--- src/rtl/rob_share_pkg.sv ---
package rob_share_pkg;
  typedef enum logic [1:0] {
    POL_SHARED = 2'd0,
    POL_SPLIT  = 2'd1,
    POL_THRESH = 2'd2,
    POL_BAD    = 2'd3
  } share_pol_e;
endpackage

--- src/rtl/rob_limit_calc.sv ---
module rob_limit_calc #(
  parameter int NT       = 4,
  parameter int CAPACITY = 32,
  parameter int CW       = $clog2(CAPACITY + 1)
) (
  input  logic [1:0]              policy,
  input  logic [CW-1:0]           thresh,
  input  logic [NT-1:0]           active,
  output logic [NT-1:0][CW-1:0]   limit
);
  import rob_share_pkg::*;

  localparam int AW = $clog2(NT + 1);
  localparam logic [CW-1:0] CAP_W  = CW'(CAPACITY);
  localparam logic [CW-1:0] BASE_W = CW'(CAPACITY / NT);

  // Even share for k active threads; each quotient is an elaboration-time constant.
  function automatic logic [CW-1:0] share_of(input logic [AW-1:0] k);
    logic [CW-1:0] s;
    s = BASE_W;
    for (int j = 1; j <= NT; j++) begin
      if (k == AW'(j)) s = CW'(CAPACITY / j);
    end
    return s;
  endfunction

  logic [AW-1:0] n_act;
  logic [CW-1:0] thr_c;
  logic [CW-1:0] split_w;
  share_pol_e    pol;

  always_comb begin
    n_act = '0;
    for (int t = 0; t < NT; t++) n_act = n_act + AW'(active[t]);
  end

  assign thr_c   = (thresh > CAP_W) ? CAP_W : thresh;
  assign split_w = share_of(n_act);
  assign pol     = share_pol_e'(policy);

  for (genvar t = 0; t < NT; t++) begin : g_lim
    always_comb begin
      unique case (pol)
        POL_SHARED: limit[t] = CAP_W;
        POL_SPLIT:  limit[t] = (active[t] && n_act != '0) ? split_w : BASE_W;
        POL_THRESH: limit[t] = (active[t] && n_act == AW'(1)) ? CAP_W : thr_c;
        default:    limit[t] = '0;
      endcase
    end
  end
endmodule

--- src/rtl/rob_thread_ctr.sv ---
module rob_thread_ctr #(
  parameter int CW = 6
) (
  input  logic          clk,
  input  logic          rst,
  input  logic          inc,
  input  logic          dec,
  input  logic [CW-1:0] limit_nxt,
  output logic [CW-1:0] count_q,
  output logic [CW-1:0] free_q
);
  logic [CW-1:0] count_nxt;

  assign count_nxt = count_q + CW'(inc) - CW'(dec);

  always_ff @(posedge clk) begin
    if (rst) begin
      count_q <= '0;
      free_q  <= limit_nxt;
    end else begin
      count_q <= count_nxt;
      free_q  <= (limit_nxt > count_nxt) ? (limit_nxt - count_nxt) : '0;
    end
  end
endmodule

--- src/rtl/rob_share_limiter.sv ---
module rob_share_limiter #(
  parameter int NT       = 4,
  parameter int CAPACITY = 32,
  parameter int CW       = $clog2(CAPACITY + 1),
  parameter int TW       = (NT > 1) ? $clog2(NT) : 1
) (
  input  logic              clk,
  input  logic              rst,
  input  logic [1:0]        cfg_policy,
  input  logic [CW-1:0]     cfg_threshold,
  input  logic [NT-1:0]     active_mask,
  input  logic              alloc_valid,
  input  logic [TW-1:0]     alloc_tid,
  input  logic              retire_valid,
  input  logic [TW-1:0]     retire_tid,
  output logic [NT*CW-1:0]  thread_free,
  output logic [CW-1:0]     global_free,
  output logic              alloc_reject
);
  localparam logic [CW-1:0] CAP_W = CW'(CAPACITY);

  logic [NT-1:0][CW-1:0] limit_nxt;
  logic [NT-1:0][CW-1:0] cnt_q;
  logic [NT-1:0][CW-1:0] free_q;
  logic [NT-1:0]         inc_v;
  logic [NT-1:0]         dec_v;
  logic [CW-1:0]         total_q;
  logic [CW-1:0]         total_nxt;
  logic                  alloc_ok;
  logic                  retire_ok;
  logic                  a_in_range;
  logic                  r_in_range;

  rob_limit_calc #(.NT(NT), .CAPACITY(CAPACITY), .CW(CW)) u_limits (
    .policy (cfg_policy),
    .thresh (cfg_threshold),
    .active (active_mask),
    .limit  (limit_nxt)
  );

  assign a_in_range = (32'(alloc_tid)  < NT);
  assign r_in_range = (32'(retire_tid) < NT);

  // Acceptance uses the state before the edge; a same-cycle retire frees no room.
  assign alloc_ok  = alloc_valid && a_in_range &&
                     (free_q[alloc_tid] != '0) && (global_free != '0);
  assign retire_ok = retire_valid && r_in_range && (cnt_q[retire_tid] != '0);

  for (genvar t = 0; t < NT; t++) begin : g_thr
    assign inc_v[t] = alloc_ok  && (alloc_tid  == TW'(t));
    assign dec_v[t] = retire_ok && (retire_tid == TW'(t));

    rob_thread_ctr #(.CW(CW)) u_ctr (
      .clk       (clk),
      .rst       (rst),
      .inc       (inc_v[t]),
      .dec       (dec_v[t]),
      .limit_nxt (limit_nxt[t]),
      .count_q   (cnt_q[t]),
      .free_q    (free_q[t])
    );

    assign thread_free[t*CW +: CW] = free_q[t];
  end

  assign total_nxt = total_q + CW'(alloc_ok) - CW'(retire_ok);

  always_ff @(posedge clk) begin
    if (rst) begin
      total_q      <= '0;
      global_free  <= CAP_W;
      alloc_reject <= 1'b0;
    end else begin
      total_q      <= total_nxt;
      global_free  <= CAP_W - total_nxt;
      alloc_reject <= alloc_valid && !alloc_ok;
    end
  end
endmodule

--- config.mk ---
export PLATFORM = sky130hd
export DESIGN_NAME = rob_share_limiter
export DESIGN_NICKNAME = d
export VERILOG_FILES = /design/src/rtl/rob_share_pkg.sv /design/src/rtl/rob_limit_calc.sv /design/src/rtl/rob_thread_ctr.sv /design/src/rtl/rob_share_limiter.sv
export SDC_FILE = /design/constraint.sdc
export NUM_CORES = 1
export LEC_CHECK = 0
export ABC_CLOCK_PERIOD_IN_PS = 4500
export BUFFER_PORTS_ARGS = -buffer_cell sky130_fd_sc_hd__clkbuf_2
export CORE_ASPECT_RATIO = 0.5
export CORE_MARGIN = 1.5
export CORE_UTILIZATION = 54
export CTS_CLUSTER_SIZE = 28
export DETAILED_ROUTE_END_ITERATION = 10
export GPL_ROUTABILITY_DRIVEN = 0
export PLACE_DENSITY = 0.81
export REMOVE_ABC_BUFFERS = 1
export SYNTH_ARGS = -nofsm -noshare
export SYNTH_HDL_FRONTEND = slang
export SYNTH_SLANG_ARGS = --single-unit
--- constraint.sdc ---
create_clock -name clk -period 4.5 [get_ports clk]
set_clock_uncertainty 0.05 [all_clocks]
set_input_delay 1.35 -clock clk [delete_from_list [all_inputs] [get_ports clk]]
set_output_delay 1.35 -clock clk [all_outputs]
set_load 0.01 [all_outputs]
==> impl_results.md <==
- # diodes: 0
- DR vias/cell: 5.96
- P per Cell Area: 1010 mW/mm²
- Comb power frac: 73.7%
- Switching part of the total: 44.4%
- Status: finished with violations
- CP delay by family, top: adder cells
- Cell Area, Placed: 0.00542 mm²
- # hold bufs at CTS: 0
- Vias in the first global route: 4587
- Worst path cell trace: buf_8 > or4_4 > and4b_4 > nand2b_1 > ha_1 > inv_1 > ha_2 > inv_2 > fa_2 > inv_2 > a21o_1 > a21oi_2 > xor2_1 > ha_1 > o21ai_2 > o21bai_1 > a21oi_2 > a311oi_2 > buf_4 > a32o_1
- LEAKAGE: 2.91 nW
- CTS clk-pin slew, worst paths: 0.05 ns
- Reg-to-reg slack, setup: 0 ns
- Worst rel slew slack: 34.4%
- Worst reg2reg path endpoint: g_thr[0].u_ctr.free_q[5]
- Switching pwr: 2.78 mW
- Pin count of the biggest net entering global routing: 42
- Total grt overflow: 0
- Seq/Total Area, Yosys: 26.7%
- Worst EP required: 4.74 ns
- Clock root buffer: clkbuf_16
- Clk sinks: 60
- Worst-path cell with the longest stage delay: or4_4
- Reg-to-reg critical path startpoint: g_thr[0].u_ctr.free_q[0]
- Gr usage total: 31.6%
- RSZ-0062 raised after global routing: yes
- Max_cap viols: 0
- IO Port Bufs: 50
- IO Pins: 51
- Hold path start: global_free[1]
- Fmax: 216 MHz
- WP depth: 20
- First-pass DRT Iterations: 8
- Worst reg2reg path depth: 20
- Final hold vios: 0
- Synth top area cells: dfxtp_1, ha_1, inv_1, a21oi_1, nor2_1
- Synth Register Bits: 60
- Type of origin of the critical path: input port
- CTS Buf Count: 9
- Peak supply drop: 524 µV
- Largest area contributor in the netlist: dfxtp_1
- First-pass GRT wire length: 21.3 mm
- Buf/Inv on CP: 5
- DRT iter0 DRCs: 413
- DP HPWL: 9.78 mm
- Post-synth EDFFs: 0
- Final Critical Period: 4.64 ns
- DP Worst Slack: -0.615 ns
- Worst setup margin: -0.137 ns
- Number of fill cells in the layout: 479
- Most used DFF post-synth: dfxtp_1
- Chip Width: 132 µm
- CTS H-tree lvls: 3
- Share of post-route cells with drive strength above 1: 31.8%
- Max-slew violation count: 0
- CP startpoint: alloc_tid[1]
- Clock power share: 12.2%
- Area growth from synthesis to layout: 37.6%
- Latest clock arrival within the worst-skew pair: 0.35 ns
- Final setup viols: 12
- Hold Crit Class: reg2reg
- Die height: 67.5 µm
- Rows: 23
- Crit Path Class: in2reg
- Synthesized instance count: 545
- Initial core utilization: 56.0%
- CTS Buffer Depth: 2
- Storage cell area: 0.00120 mm²
- Crit path arrival time: 4.87 ns
- DRC errors left: 0
- Sequential share of power: 14.1%
- Detail Route Antenna Nets: 0
- WL final: 15.0 mm
- CTS tree: done
- Int Pwr: 3.48 mW
- Syn avg cell area: 8.26 µm²
- Yosys cell types: 48
- Vias: 4787
- Routed length per instance: 18.7 µm
- Final #Nets: 773
- CP max FO: 6
- Post-Synthesis Cell Area: 0.00450 mm²
- Slew @ Worst Pin: 0.984 ns
- Final Instance Area: 0.00619 mm²
- Critical path capture point type: flip-flop
- Final period utilization: 103%
- Die footprint: 0.00892 mm²
- Critical Path Sink: g_thr[0].u_ctr.free_q[5]
- Yosys warning total: 0
- Share of the synthesized area in the top cell type: 26.7%
- Area occupied by multi-input gates: 0.00335 mm²
- Antenna violations before repair: 0
- Max stage delay on crit path: 0.49 ns
- FFs w/ async S/R, synth: 0%
- Core area: 0.00803 mm²
- Failing checks: negative setup slack
==> metal layers <==
metal / global-route usage (%) / up-vias / share of wire, %
li1: - / 2203 / -
met1: 35.5 / 2262 / 40
met2: 55.1 / 246 / 47
met3: 9.53 / 76 / 8.2
met4: 18.5 / 0 / 4.7
met5: 0 / - / 0
==> cells by family (layout without fill, tap and decap cells) <==
family          Yosys count  in the layout  synth area share, %
simple gates            168            168                 18.6
xor+xnor                 30             30                 5.84
fa+ha+maj                66             66                 20.0
buf+inv                  72            218                 6.09
flops                    60             60                 26.7
compound gates          145            145                 21.8
mux                       4              4                0.890
==> cell usage in the layout, fill, tap and decap left out, types with 17 or more instances in the layout <==
cell       n
inv_1     57
dfxtp_1   60
buf_4     89
o21ai_0   17
nor2_1    55
ha_1      45
nand2_1   37
clkbuf_2  49
a21oi_1   35
==> tightest hold or removal path, delay by kind of cell (launching register included) <==
kind	cells	cell delay, ns
flip-flops	1	0.32
AO/OA/AOI/OAI	1	0.17
AND/OR/NAND/NOR	2	0.13
==> synth_stat cells, types with 9 or more instances <==
| library cell | number |
|---|---|
| inv_1 | 63 |
| dfxtp_1 | 60 |
| ha_1 | 56 |
| nor2_1 | 56 |
| a21oi_1 | 45 |
| nand2_1 | 38 |
| o21ai_0 | 21 |
| a22o_1 | 16 |
| xor2_1 | 16 |
| nor2b_1 | 15 |
| a21o_1 | 14 |
| xnor2_1 | 14 |
| fa_1 | 10 |
| o21bai_1 | 10 |
| and2_1 | 9 |
==> power groups by stage <==
stage	clock, mW	sequential [mW]	combinational [mW]
finish	0.767	0.882	4.62
global placement	0	0.863	3.71
CTS	0.768	0.864	4.11
detailed placement	0	0.867	3.84
global route	0.797	0.896	5.01
floorplan	0	0.877	2.56
==> how the worst min path moves through the flow <==
stage,to,cells past startpoint
after floorplan,g_thr[1].u_ctr.count_q[0],2
after global placement,g_thr[1].u_ctr.count_q[0],2
after detailed placement,alloc_reject,3
after CTS,alloc_reject,3
after global routing,g_thr[3].u_ctr.count_q[0],2
final,alloc_reject,3
==> stage by stage <==
step | hold slack [ns] | cells | util (%) | setup TNS [ns] | total power, mW
after CTS | 0.594 | 799 | 73.5 | 0 | 5.74
after global placement | 0.559 | 774 | 67.5 | -9.83 | 4.57
final | 0.613 | 803 | 77.1 | -0.837 | 6.27
after global routing | 0.648 | 803 | 77.1 | -3.12 | 6.70
after detailed placement | 0.588 | 774 | 67.5 | -12.41 | 4.71
after floorplan | 0.533 | 536 | - | -3.62 | 3.44
==> cell type report <==
| type | count | area share [%] |
|---|---|---|
| multi-input cells | 413 | 54.1 |
| clock inverters | 4 | 1.17 |
| repair buffers | 140 | 15.2 |
| well taps | 112 | 2.26 |
| clock buffers | 11 | 4.08 |
| flip-flops and latches | 60 | 19.4 |
| inverters | 63 | 3.82 |
==> repair_timing <==
item / in CTS / in global routing
setup endpoints to repair: 24 / 26
resized for setup: 22 / 54
pin swaps: 22 / 38
buffers inserted: 10 / 5
==> flip-flops by register name (all words and copies together) (netlist names) <==
name                 count
g_thr.u_ctr.free_q      24
alloc_reject             1
global_free              6
total_q                  5
g_thr.u_ctr.count_q     24
(Power assumes the default switching activity.)
